--- config.mk ---
export PLATFORM = sky130hd
export DESIGN_NAME = trip_seq
export DESIGN_NICKNAME = d
export VERILOG_FILES = /design/src/rtl/trip_pkg.sv /design/src/rtl/trip_timer.sv /design/src/rtl/trip_decide.sv /design/src/rtl/trip_seq.sv
export SDC_FILE = /design/constraint.sdc
export NUM_CORES = 1
export LEC_CHECK = 0
export ABC_AREA = 0
export BUFFER_PORTS_ARGS = -buffer_cell sky130_fd_sc_hd__buf_2
export CORE_MARGIN = 2
export CORE_UTILIZATION = 60
export DETAILED_ROUTE_END_ITERATION = 16
export PLACE_DENSITY = 0.82
export SLEW_MARGIN = 30
export SYNTH_ARGS = -nofsm -noshare
export SYNTH_HDL_FRONTEND = slang
export SYNTH_SLANG_ARGS = --single-unit
--- constraint.sdc ---
create_clock -name clk -period 3.9 [get_ports clk]
set_clock_uncertainty 0.05 [all_clocks]
set_input_delay 1.17 -clock clk [delete_from_list [all_inputs] [get_ports clk]]
set_output_delay 1.17 -clock clk [all_outputs]
set_load 0.01 [all_outputs]
--- src/rtl/trip_pkg.sv ---
package trip_pkg;

    typedef enum logic [1:0] {
        ST_IDLE   = 2'd0,
        ST_RD_ID  = 2'd1,
        ST_RD_CMP = 2'd2,
        ST_WR     = 2'd3
    } st_e;

    // result when no device answered or a slot timed out
    localparam logic [2:0] RES_NONE = 3'b011;

    typedef struct packed {
        st_e        st;
        logic       go;
        logic       wr;
        logic       wbit;
        logic       pref;
        logic       idb;
        logic       cmpb;
        logic       done;
        logic [2:0] res;
    } seq_s;

endpackage

--- src/rtl/trip_timer.sv ---
module trip_timer #(
    parameter int TIMEOUT_CYC = 4096
) (
    input  logic clk,
    input  logic rst_n,
    input  logic clear_i,
    input  logic run_i,
    output logic expired_o
);
    localparam int CW = $clog2(TIMEOUT_CYC + 1);
    localparam logic [CW-1:0] LAST = CW'(TIMEOUT_CYC - 1);

    logic [CW-1:0] cnt_d, cnt_q;

    always_comb begin
        cnt_d = cnt_q;
        if (clear_i) begin
            cnt_d = '0;
        end else if (run_i && cnt_q != LAST) begin
            cnt_d = cnt_q + 1'b1;
        end
    end

    always_ff @(posedge clk or negedge rst_n) begin
        if (!rst_n) begin
            cnt_q <= '0;
        end else begin
            cnt_q <= cnt_d;
        end
    end

    // the wait has lasted TIMEOUT_CYC cycles at this edge
    assign expired_o = run_i && (cnt_q == LAST);

endmodule

--- src/rtl/trip_decide.sv ---
module trip_decide
    import trip_pkg::*;
(
    input  logic       id_bit_i,
    input  logic       cmp_bit_i,
    input  logic       pref_i,
    output logic       no_slave_o,
    output logic       dir_o,
    output logic [2:0] res_o
);
    always_comb begin
        no_slave_o = id_bit_i & cmp_bit_i;
        if (id_bit_i ^ cmp_bit_i) begin
            dir_o = id_bit_i;
        end else if (no_slave_o) begin
            dir_o = 1'b0;
        end else begin
            dir_o = pref_i;
        end
        res_o = no_slave_o ? RES_NONE : {dir_o, cmp_bit_i, id_bit_i};
    end

endmodule

--- src/rtl/trip_seq.sv ---
module trip_seq
    import trip_pkg::*;
#(
    parameter int TIMEOUT_CYC = 4096
) (
    input  logic       clk,
    input  logic       rst_n,
    input  logic       start_i,
    input  logic       dir_i,
    output logic       slot_go_o,
    output logic       slot_wr_o,
    output logic       slot_wbit_o,
    input  logic       rx_done_i,
    input  logic       rx_bit_i,
    input  logic       tx_done_i,
    output logic       busy_o,
    output logic       done_o,
    output logic [2:0] result_o
);
    seq_s       s_d, s_q;
    logic       expired;
    logic       flag;
    logic       no_slave;
    logic       dir_pick;
    logic [2:0] res_pick;

    // each wait state listens to its own completion flag only
    assign flag = (s_q.st == ST_WR) ? tx_done_i : rx_done_i;

    trip_timer #(.TIMEOUT_CYC(TIMEOUT_CYC)) u_timer (
        .clk      (clk),
        .rst_n    (rst_n),
        .clear_i  (s_d.go),
        .run_i    (s_q.st != ST_IDLE),
        .expired_o(expired)
    );

    trip_decide u_decide (
        .id_bit_i  (s_q.idb),
        .cmp_bit_i (rx_bit_i),
        .pref_i    (s_q.pref),
        .no_slave_o(no_slave),
        .dir_o     (dir_pick),
        .res_o     (res_pick)
    );

    always_comb begin
        s_d      = s_q;
        s_d.go   = 1'b0;
        s_d.done = 1'b0;
        unique case (s_q.st)
            ST_IDLE: begin
                if (start_i) begin
                    s_d.st   = ST_RD_ID;
                    s_d.go   = 1'b1;
                    s_d.wr   = 1'b0;
                    s_d.pref = dir_i;
                end
            end
            ST_RD_ID: begin
                if (flag) begin
                    s_d.idb = rx_bit_i;
                    s_d.st  = ST_RD_CMP;
                    s_d.go  = 1'b1;
                end else if (expired) begin
                    s_d.st   = ST_IDLE;
                    s_d.done = 1'b1;
                    s_d.res  = RES_NONE;
                end
            end
            ST_RD_CMP: begin
                if (flag) begin
                    s_d.cmpb = rx_bit_i;
                    if (no_slave) begin
                        s_d.st   = ST_IDLE;
                        s_d.done = 1'b1;
                        s_d.res  = RES_NONE;
                    end else begin
                        s_d.st   = ST_WR;
                        s_d.go   = 1'b1;
                        s_d.wr   = 1'b1;
                        s_d.wbit = dir_pick;
                        s_d.res  = res_pick;
                    end
                end else if (expired) begin
                    s_d.st   = ST_IDLE;
                    s_d.done = 1'b1;
                    s_d.res  = RES_NONE;
                end
            end
            ST_WR: begin
                if (flag) begin
                    s_d.st   = ST_IDLE;
                    s_d.done = 1'b1;
                    s_d.wr   = 1'b0;
                end else if (expired) begin
                    s_d.st   = ST_IDLE;
                    s_d.done = 1'b1;
                    s_d.wr   = 1'b0;
                    s_d.res  = RES_NONE;
                end
            end
            default: s_d.st = ST_IDLE;
        endcase
    end

    always_ff @(posedge clk or negedge rst_n) begin
        if (!rst_n) begin
            s_q <= '{st: ST_IDLE, res: RES_NONE, default: '0};
        end else begin
            s_q <= s_d;
        end
    end

    assign slot_go_o   = s_q.go;
    assign slot_wr_o   = s_q.wr;
    assign slot_wbit_o = s_q.wbit;
    assign busy_o      = (s_q.st != ST_IDLE);
    assign done_o      = s_q.done;
    assign result_o    = s_q.res;

endmodule

==> impl_results.html, run 1 <==
<table>
<tr><th>Metric</th><th>Value</th></tr>
<tr><th colspan="2">Power and ir drop</th></tr>
<tr><td>Clock power frac</td><td>between 10% and 20%</td></tr>
<tr><td>Switch share</td><td>between 30% and 40%</td></tr>
<tr><td>Switching pwr</td><td>0.311 mW</td></tr>
<tr><td>Sequential Power Share</td><td>48.0%</td></tr>
<tr><td>Static leakage power</td><td>about 0.63 nW</td></tr>
<tr><td>Combinational power share</td><td>35.5%</td></tr>
<tr><td>Internal</td><td>between 0.5 and 0.6 mW</td></tr>
<tr><td>Worst VDD drop</td><td>roughly 0.4 mV</td></tr>
<tr><td>Power per cell area</td><td>between 500 and 600 nW/um2</td></tr>
<tr><td>Tot Pwr</td><td>a little over 0.8 mW</td></tr>
<tr><th colspan="2">CTS</th></tr>
<tr><td>Clock H-tree levels</td><td>1</td></tr>
<tr><td>Post-CTS setup buffers</td><td>0</td></tr>
<tr><td>CTS tree</td><td>done</td></tr>
<tr><td>Clock latency on the worst-skew pair</td><td>roughly 0.32 ns</td></tr>
<tr><td>CTS sink cnt</td><td>24</td></tr>
<tr><td>Total of hold buffers inserted after clock tree synthesis</td><td>0</td></tr>
<tr><td>Maximum clock path buffer count</td><td>2</td></tr>
<tr><td>Clock transition at the registers of the reported paths</td><td>roughly 0.13 ns</td></tr>
<tr><td>Post-cts resize count</td><td>0</td></tr>
<tr><td>Cts bufs inserted</td><td>3</td></tr>
<tr><td>CTS Root Buffer Type</td><td>clkbuf_4</td></tr>
<tr><th colspan="2">Placed design</th></tr>
<tr><td>HPWL after detailed placement</td><td>between 1500 and 2000 um</td></tr>
<tr><td>Placed Cells</td><td>~170</td></tr>
<tr><td>Number of buffer cells added on primary ports</td><td>14</td></tr>
<tr><td>Weighted congestion at the end of routability-driven global placement</td><td>a little over 0.9</td></tr>
<tr><th colspan="2">Yosys</th></tr>
<tr><td>EDFF count, synth</td><td>0</td></tr>
<tr><td>Prevailing post-synth register cell</td><td>dfrtp_1</td></tr>
<tr><td>Part of the Yosys area used for sequential elements</td><td>a little under half</td></tr>
<tr><td>Mapped Avg Cell Area</td><td>roughly 10 um2</td></tr>
<tr><td>Synthesized netlist cell count</td><td>approximately 130</td></tr>
<tr><td>Post-synthesis cell type with the largest combined area</td><td>dfrtp_1</td></tr>
<tr><td>Top post-synthesis cells by area</td><td>dfrtp_1 42%, dfstp_2 4.0%, a21oi_1 3.8%</td></tr>
<tr><td>Number of synthesis warnings</td><td>0</td></tr>
<tr><td>Syn Std Cell Area</td><td>1300 um2</td></tr>
<tr><td>Register bit total from synthesis</td><td>24</td></tr>
<tr><td>Count of cell types in the netlist</td><td>42</td></tr>
<tr><td>Synth async-reset ratio</td><td>100%</td></tr>
<tr><td>Post-synth net total</td><td>143</td></tr>
<tr><td>Share of the synthesized area in the top cell type</td><td>between 40% and 50%</td></tr>
<tr><th colspan="2">Layout</th></tr>
<tr><td>Most used cells in the layout excluding fill and tap cells</td><td>22 x dfrtp_1, 14 x buf_2, 12 x nand2_1</td></tr>
<tr><td>Register area</td><td>603 um2</td></tr>
<tr><td>Share of post-route cells with drive strength above 1</td><td>between 10% and 20%</td></tr>
<tr><td>Number of inserted diodes</td><td>0</td></tr>
<tr><td>Commonest non-fill, non-tap cell in the layout</td><td>dfrtp_1</td></tr>
<tr><td>Final net count</td><td>roughly 150</td></tr>
<tr><td>Syn-to-layout area delta</td><td>6.35%</td></tr>
<tr><td>Filler cells</td><td>151</td></tr>
<tr><td>Post-route non-filler standard cell count</td><td>about 170</td></tr>
<tr><td>Multi-input gate area</td><td>~600 um2</td></tr>
<tr><th colspan="2">Floorplanning</th></tr>
<tr><td>Initial cell density of the core</td><td>65.0%</td></tr>
<tr><td>Number of top-level design ports</td><td>15</td></tr>
<tr><td>Die Outline Area</td><td>2560 um2</td></tr>
<tr><td>Standard cell core area</td><td>2000 um2</td></tr>
<tr><td>FP Rows</td><td>16</td></tr>
<tr><td>Height of the die</td><td>between 50 and 60 um</td></tr>
<tr><td>Width of the die</td><td>around 51 um</td></tr>
<tr><th colspan="2">Global route</th></tr>
<tr><td>Via count of the first global-routing pass</td><td>just under 1,000</td></tr>
<tr><td>Initial antenna violation count</td><td>0</td></tr>
<tr><td>Remaining Overflow, GRT</td><td>0</td></tr>
<tr><td>Wire length of the first global-routing pass</td><td>a little under 5000 um</td></tr>
<tr><td>Global-route usage over all layers</td><td>about 25%</td></tr>
<tr><td>Maximum number of pins on one net before global-route repair</td><td>25</td></tr>
<tr><th colspan="2">Timing</th></tr>
<tr><td>RSZ-0062 raised after global routing</td><td>no</td></tr>
<tr><td>Timing-limited maximum frequency</td><td>between 300 and 400 MHz</td></tr>
<tr><td>Number of slew-limit violations in the final report</td><td>0</td></tr>
<tr><td>Relative slew slack</td><td>56.8%</td></tr>
<tr><td>Final critical-path required period</td><td>2.67 ns</td></tr>
<tr><td>Fin Setup TNS</td><td>0 ns</td></tr>
<tr><td>Final period util</td><td>approximately 70%</td></tr>
<tr><td>Total count of hold-check failures in the final report</td><td>0</td></tr>
<tr><td>Final number of setup-violating endpoints</td><td>0</td></tr>
<tr><td>Slew at the pin with the worst max-slew slack</td><td>around 0.65 ns</td></tr>
<tr><th colspan="2">Routing</th></tr>
<tr><td>Met3 wire length</td><td>about 160 um</td></tr>
<tr><td>Routed via count</td><td>roughly 1,100</td></tr>
<tr><td>Detailed router's first-iteration violation count</td><td>45</td></tr>
<tr><td>Wire per inst</td><td>15.7 um</td></tr>
<tr><td>Drc violations</td><td>0</td></tr>
<tr><td>Detailed-route wire length on metal 1</td><td>around 1300 um</td></tr>
<tr><td>Detailed-route wire length</td><td>2690 um</td></tr>
<tr><td>Via-per-instance ratio</td><td>~6.3</td></tr>
<tr><td>Antenna Nets Post-Route</td><td>0</td></tr>
<tr><td>Number of iterations in the first detailed-routing pass</td><td>4</td></tr>
<tr><td>Detail Route met2 WL</td><td>about 1200 um</td></tr>
<tr><td>Uppermost metal layer occupied by signal nets</td><td>met4</td></tr>
<tr><th colspan="2">Worst setup path</th></tr>
<tr><td>Critical path destination</td><td>busy_o</td></tr>
<tr><td>Crit. Startpoint</td><td>s_q[11]</td></tr>
<tr><td>Launching element type of the critical path</td><td>flip-flop</td></tr>
<tr><td>Cells on worst reg2reg path</td><td>4</td></tr>
<tr><td>Destination of the worst register-to-register timing path</td><td>u_timer.cnt_q[11]</td></tr>
<tr><td>Worst setup EP type</td><td>output port</td></tr>
<tr><td>R2R Path Start</td><td>s_q[10]</td></tr>
<tr><td>Worst-path maximum fanout</td><td>12</td></tr>
<tr><td>Critical path type</td><td>reg2out</td></tr>
<tr><td>Critical path data arrival time</td><td>~1.5 ns</td></tr>
<tr><td>Reg-to-reg setup timing slack</td><td>just under 2 ns</td></tr>
<tr><td>Data required time of the worst path</td><td>approximately 2.7 ns</td></tr>
<tr><th colspan="2">Worst hold path</th></tr>
<tr><td>Hold Path Cell Cnt</td><td>2</td></tr>
<tr><td>Class of the most critical hold timing path</td><td>reg2reg</td></tr>
<tr><th colspan="2">Run</th></tr>
<tr><td>Max-Cap Viols</td><td>0</td></tr>
<tr><th colspan="2">Run status</th></tr>
<tr><td>Status</td><td>complete, no violations</td></tr>
</table>
-- flip-flops by register name, summed over array words and instances (netlist names) --
register	flops
u_timer.cnt_q	13
done_o	1
slot_go_o	1
s_q	4
slot_wr_o	1
result_o	3
slot_wbit_o	1
-- power by group through the flow --
stage | combinational [mW] | sequential, mW | clock, mW
CTS | 0.289 | 0.389 | 0.136
global route | 0.321 | 0.402 | 0.147
floorplan | 0.242 | 0.369 | 0
detailed placement | 0.289 | 0.396 | 0
finish | 0.290 | 0.391 | 0.134
global placement | 0.277 | 0.391 | 0
-- through the flow --
stage | hold WS (ns) | instance area (um2) | util, % | setup slack (ns)
floorplan | 0.427 | 1300 | - | 1.51
global placement | 0.444 | 1350 | 67.3 | 1.28
detailed placement | 0.439 | 1350 | 67.3 | 1.20
CTS | 0.469 | 1380 | 69.1 | 1.25
global route | 0.521 | 1380 | 69.1 | 1.14
finish | 0.467 | 1380 | 69.1 | 1.23
-- synth_stat cells (2+ instances only) --
cell	instances
or4_1	2
nand4_1	4
ha_1	2
dfstp_2	2
nor2_1	5
o32a_1	2
mux2_2	2
o211a_1	2
nand2b_1	2
clkbuf_1	2
and3_1	3
o21ai_0	9
buf_4	3
mux2i_1	5
nand2_1	12
a211oi_1	2
nand3_1	10
nor3_1	3
inv_1	6
or3_1	3
a21oi_1	10
dfrtp_1	22
buf_6	2
-- layout make-up --
type                            instances  share of cell area, %
Tap cell                               27                   2.44
Timing Repair Buffer                   14                   5.06
Inverter                                7                   1.90
Clock buffer                            4                   2.62
Sequential cell                        24                   43.6
Multi-Input combinational cell         95                   44.4
-- kinds of logic after synthesis --
family | share of synthesized area, %
AND/OR/NAND/NOR | 21.4
adder cells (fa/ha/maj) | 1.92
flip-flops | 46.3
buffers and inverters | 6.44
multiplexers | 5.58
AO/OA/AOI/OAI | 18.3
-- metal layers --
layer  up-vias  GRT usage (%)
met5         -              0
li1        521              -
met3         7           2.68
met4         0           11.3
met2        44           37.1
met1       510           37.3
-- worst min-delay path by stage --
| stage | start | slack (ns) | end |
|---|---|---|---|
| after floorplan | u_timer.cnt_q[7] | 0.43 | u_timer.cnt_q[7] |
| after global placement | slot_wbit_o | 0.44 | slot_wbit_o |
| after detailed placement | slot_wbit_o | 0.44 | slot_wbit_o |
| after CTS | slot_wbit_o | 0.47 | slot_wbit_o |
| after global routing | s_q[6] | 0.52 | s_q[6] |
| final | slot_wbit_o | 0.47 | slot_wbit_o |
-- worst max-delay path, cell delays in order (launching register included) --
cell and delay (ns):
dfrtp_1 0.55, nor2_1 0.30, inv_1 0.12, buf_2 0.15
(Power assumes the default switching activity.)
==> run 2: changes to the inputs <==
--- a/config.mk
+++ b/config.mk
@@ -8,9 +8,9 @@
 export ABC_AREA = 0
 export BUFFER_PORTS_ARGS = -buffer_cell sky130_fd_sc_hd__buf_2
 export CORE_MARGIN = 2
-export CORE_UTILIZATION = 60
+export CORE_UTILIZATION = 56
 export DETAILED_ROUTE_END_ITERATION = 16
-export PLACE_DENSITY = 0.82
+export PLACE_DENSITY = 0.77
 export SLEW_MARGIN = 30
 export SYNTH_ARGS = -nofsm -noshare
 export SYNTH_HDL_FRONTEND = slang
==> constraint.sdc (replaced) <==
create_clock -name clk -period 2.5 [get_ports clk]
set_clock_uncertainty 0.05 [all_clocks]
set_input_delay 0.75 -clock clk [delete_from_list [all_inputs] [get_ports clk]]
set_output_delay 0.75 -clock clk [all_outputs]
set_load 0.01 [all_outputs]
==> run 2 against run 1 <==
Sequential share of layout area shrank 0.51 points. Register-to-register slack lost 1.5 ns. Routed wire length grew 1.9%. Utilization shrank 5.8 points. Power grew 58%. Non-clock buffer count grew 2. Sequential power grew 50%. Critical path depth is the same. Critical path type unchanged.
==> impl_results.html, run 2 (synthesis gave the netlist of run 1 again) <==
<table>
<tr><th>Metric</th><th>Value</th></tr>
<tr><th colspan="2">Floorplanning</th></tr>
<tr><td>Die Outline Area</td><td>2730 um2</td></tr>
<tr><td>Initial cell density of the core</td><td>between 50 and 60%</td></tr>
<tr><td>Number of top-level design ports</td><td>15</td></tr>
<tr><td>Standard cell core area</td><td>2210 um2</td></tr>
<tr><td>Height of the die</td><td>approximately 52 um</td></tr>
<tr><td>Width of the die</td><td>roughly 52 um</td></tr>
<tr><td>FP Rows</td><td>17</td></tr>
<tr><th colspan="2">Worst setup path</th></tr>
<tr><td>R2R Path Start</td><td>u_timer.cnt_q[0]</td></tr>
<tr><td>Crit. Startpoint</td><td>s_q[11]</td></tr>
<tr><td>Launching element type of the critical path</td><td>flip-flop</td></tr>
<tr><td>CP peak stage delay</td><td>about 0.56 ns</td></tr>
<tr><td>Critical path type</td><td>reg2out</td></tr>
<tr><td>Crit path buf inv count</td><td>2</td></tr>
<tr><td>Cell-by-cell trace of the critical path</td><td>nor2_1, inv_1, buf_2</td></tr>
<tr><td>Standard cell with the maximum stage delay on the critical path</td><td>dfrtp_1</td></tr>
<tr><td>Critical path data arrival time</td><td>between 1.5 and 2 ns</td></tr>
<tr><td>Data required time of the worst path</td><td>1.70 ns</td></tr>
<tr><td>Cell family contributing the most delay on the critical path</td><td>flip-flops</td></tr>
<tr><td>Worst-path maximum fanout</td><td>12</td></tr>
<tr><td>Worst setup EP type</td><td>output port</td></tr>
<tr><th colspan="2">Layout</th></tr>
<tr><td>Syn-to-layout area delta</td><td>7.60%</td></tr>
<tr><td>Largest Register</td><td>u_timer.cnt_q</td></tr>
<tr><td>Final net count</td><td>156</td></tr>
<tr><td>Number of flip-flops under the largest register name</td><td>13</td></tr>
<tr><td>Most used cells in the layout excluding fill and tap cells</td><td>22 x dfrtp_1, 14 x buf_2, 12 x nand2_1</td></tr>
<tr><td>Commonest non-fill, non-tap cell in the layout</td><td>dfrtp_1</td></tr>
<tr><td>Post-route design area</td><td>between 1000 and 1500 um2</td></tr>
<tr><td>Share of post-route cells with drive strength above 1</td><td>between 10% and 20%</td></tr>
<tr><td>Number of inserted diodes</td><td>0</td></tr>
<tr><th colspan="2">CTS</th></tr>
<tr><td>Clock transition at the registers of the reported paths</td><td>approximately 0.14 ns</td></tr>
<tr><td>Clock H-tree levels</td><td>1</td></tr>
<tr><td>Post-cts resize count</td><td>0</td></tr>
<tr><td>Total of hold buffers inserted after clock tree synthesis</td><td>0</td></tr>
<tr><td>Maximum clock path buffer count</td><td>2</td></tr>
<tr><td>Clock latency on the worst-skew pair</td><td>0.31 ns</td></tr>
<tr><td>CTS sink cnt</td><td>24</td></tr>
<tr><td>Cts bufs inserted</td><td>3</td></tr>
<tr><td>Post-CTS setup buffers</td><td>0</td></tr>
<tr><td>CTS tree</td><td>done</td></tr>
<tr><td>CTS Root Buffer Type</td><td>clkbuf_4</td></tr>
<tr><th colspan="2">Routing</th></tr>
<tr><td>Detailed-route wire length</td><td>about 2700 um</td></tr>
<tr><td>Drc violations</td><td>0</td></tr>
<tr><td>Routed via count</td><td>between 1,000 and 1,500</td></tr>
<tr><td>Number of iterations in the first detailed-routing pass</td><td>4</td></tr>
<tr><td>Wire per inst</td><td>between 15 and 20 um</td></tr>
<tr><td>Antenna Nets Post-Route</td><td>0</td></tr>
<tr><td>Via-per-instance ratio</td><td>around 6.3</td></tr>
<tr><td>Detailed router's first-iteration violation count</td><td>between 40 and 50</td></tr>
<tr><th colspan="2">Timing</th></tr>
<tr><td>Worst hold slack</td><td>~0.34 ns</td></tr>
<tr><td>Final number of setup-violating endpoints</td><td>0</td></tr>
<tr><td>Timing-limited maximum frequency</td><td>~430 MHz</td></tr>
<tr><td>Number of slew-limit violations in the final report</td><td>0</td></tr>
<tr><td>Post-layout worst setup margin</td><td>0.193 ns</td></tr>
<tr><td>Fin Setup TNS</td><td>0 ns</td></tr>
<tr><td>Final period util</td><td>between 90% and 100%</td></tr>
<tr><td>Total count of hold-check failures in the final report</td><td>0</td></tr>
<tr><td>Slew at the pin with the worst max-slew slack</td><td>around 0.64 ns</td></tr>
<tr><td>Relative slew slack</td><td>between 50% and 60%</td></tr>
<tr><td>RSZ-0062 raised after global routing</td><td>no</td></tr>
<tr><td>Final critical-path required period</td><td>2.31 ns</td></tr>
<tr><th colspan="2">Placed design</th></tr>
<tr><td>Weighted congestion at the end of routability-driven global placement</td><td>around 0.9</td></tr>
<tr><td>Number of buffer cells added on primary ports</td><td>14</td></tr>
<tr><td>HPWL after detailed placement</td><td>roughly 2000 um</td></tr>
<tr><td>Worst slack at placement</td><td>roughly 0.33 ns</td></tr>
<tr><td>Instance area after placement</td><td>~1400 um2</td></tr>
<tr><th colspan="2">Global route</th></tr>
<tr><td>Initial antenna violation count</td><td>0</td></tr>
<tr><td>Wire length of the first global-routing pass</td><td>roughly 4600 um</td></tr>
<tr><td>Maximum number of pins on one net before global-route repair</td><td>25</td></tr>
<tr><td>Global-route usage over all layers</td><td>a little under a quarter</td></tr>
<tr><td>Via count of the first global-routing pass</td><td>1,017</td></tr>
<tr><td>Remaining Overflow, GRT</td><td>0</td></tr>
<tr><th colspan="2">Worst hold path</th></tr>
<tr><td>Class of the most critical hold timing path</td><td>in2async</td></tr>
<tr><th colspan="2">Run status</th></tr>
<tr><td>Status</td><td>complete, no violations</td></tr>
<tr><th colspan="2">Run</th></tr>
<tr><td>Max-Cap Viols</td><td>0</td></tr>
<tr><th colspan="2">Power and ir drop</th></tr>
<tr><td>Worst VDD drop</td><td>slightly above 0.5 mV</td></tr>
<tr><td>Static leakage power</td><td>between 0.6 and 0.7 nW</td></tr>
<tr><td>Power per cell area</td><td>approximately 900 nW/um2</td></tr>
</table>
-- run 2: cell types whose count changed in the layout (fill, tap and decap cells not counted), sizes merged --
cell,change
buf,+2
-- run 2: path summary, 6_finish.rpt --
kind | to | slack (ns) | cells after the start
worst min-delay path | slot_go_o | 0.34 | 1
worst max-delay path | busy_o | 0.19 | 3
min in group clk | slot_wbit_o | 0.45 | 2
worst max register to register | result_o[1] | 0.53 | 5
worst min register to register | slot_wbit_o | 0.45 | 2
max in group asynchronous | result_o[1] | 1.70 | 1
-- run 2: final cells by class --
| cell class | count | area (um2) |
|---|---|---|
| clock buffers | 4 | 36.3 |
| fillers | 191 | 812 |
| inverters | 7 | 26.3 |
| multi-input cells | 95 | 614 |
| flip-flops and latches | 24 | 603 |
| well taps | 28 | 35.0 |
| repair buffers | 16 | 85.1 |
-- run 2: routing by layer --
metal	wire (um)	part of all wire, %	GRT usage (%)
met1	1300	48	31.8
met2	1300	47	36.7
met3	106	3.9	2.57
met4	29	1.1	7.69
met5	0	0	0
-- run 2: per-stage QoR --
| step | total power [mW] | util (%) | instances |
|---|---|---|---|
| global route | 1.38 | 63.3 | 174 |
| floorplan | 0.953 | - | 134 |
| global placement | 1.06 | 61.7 | 170 |
| CTS | 1.29 | 63.3 | 174 |
| finish | 1.29 | 63.3 | 174 |
| detailed placement | 1.09 | 61.7 | 170 |
-- run 2: power by group --
| part | switching [mW] | total (mW) | leakage, nW | internal [mW] |
|---|---|---|---|---|
| combinational | 0.281 | 0.494 | 0.305 | 0.213 |
| sequential | 0.0896 | 0.588 | 0.313 | 0.499 |
| clock | 0.119 | 0.208 | 0.0210 | 0.0889 |
| total | 0.490 | 1.29 | 0.639 | 0.801 |
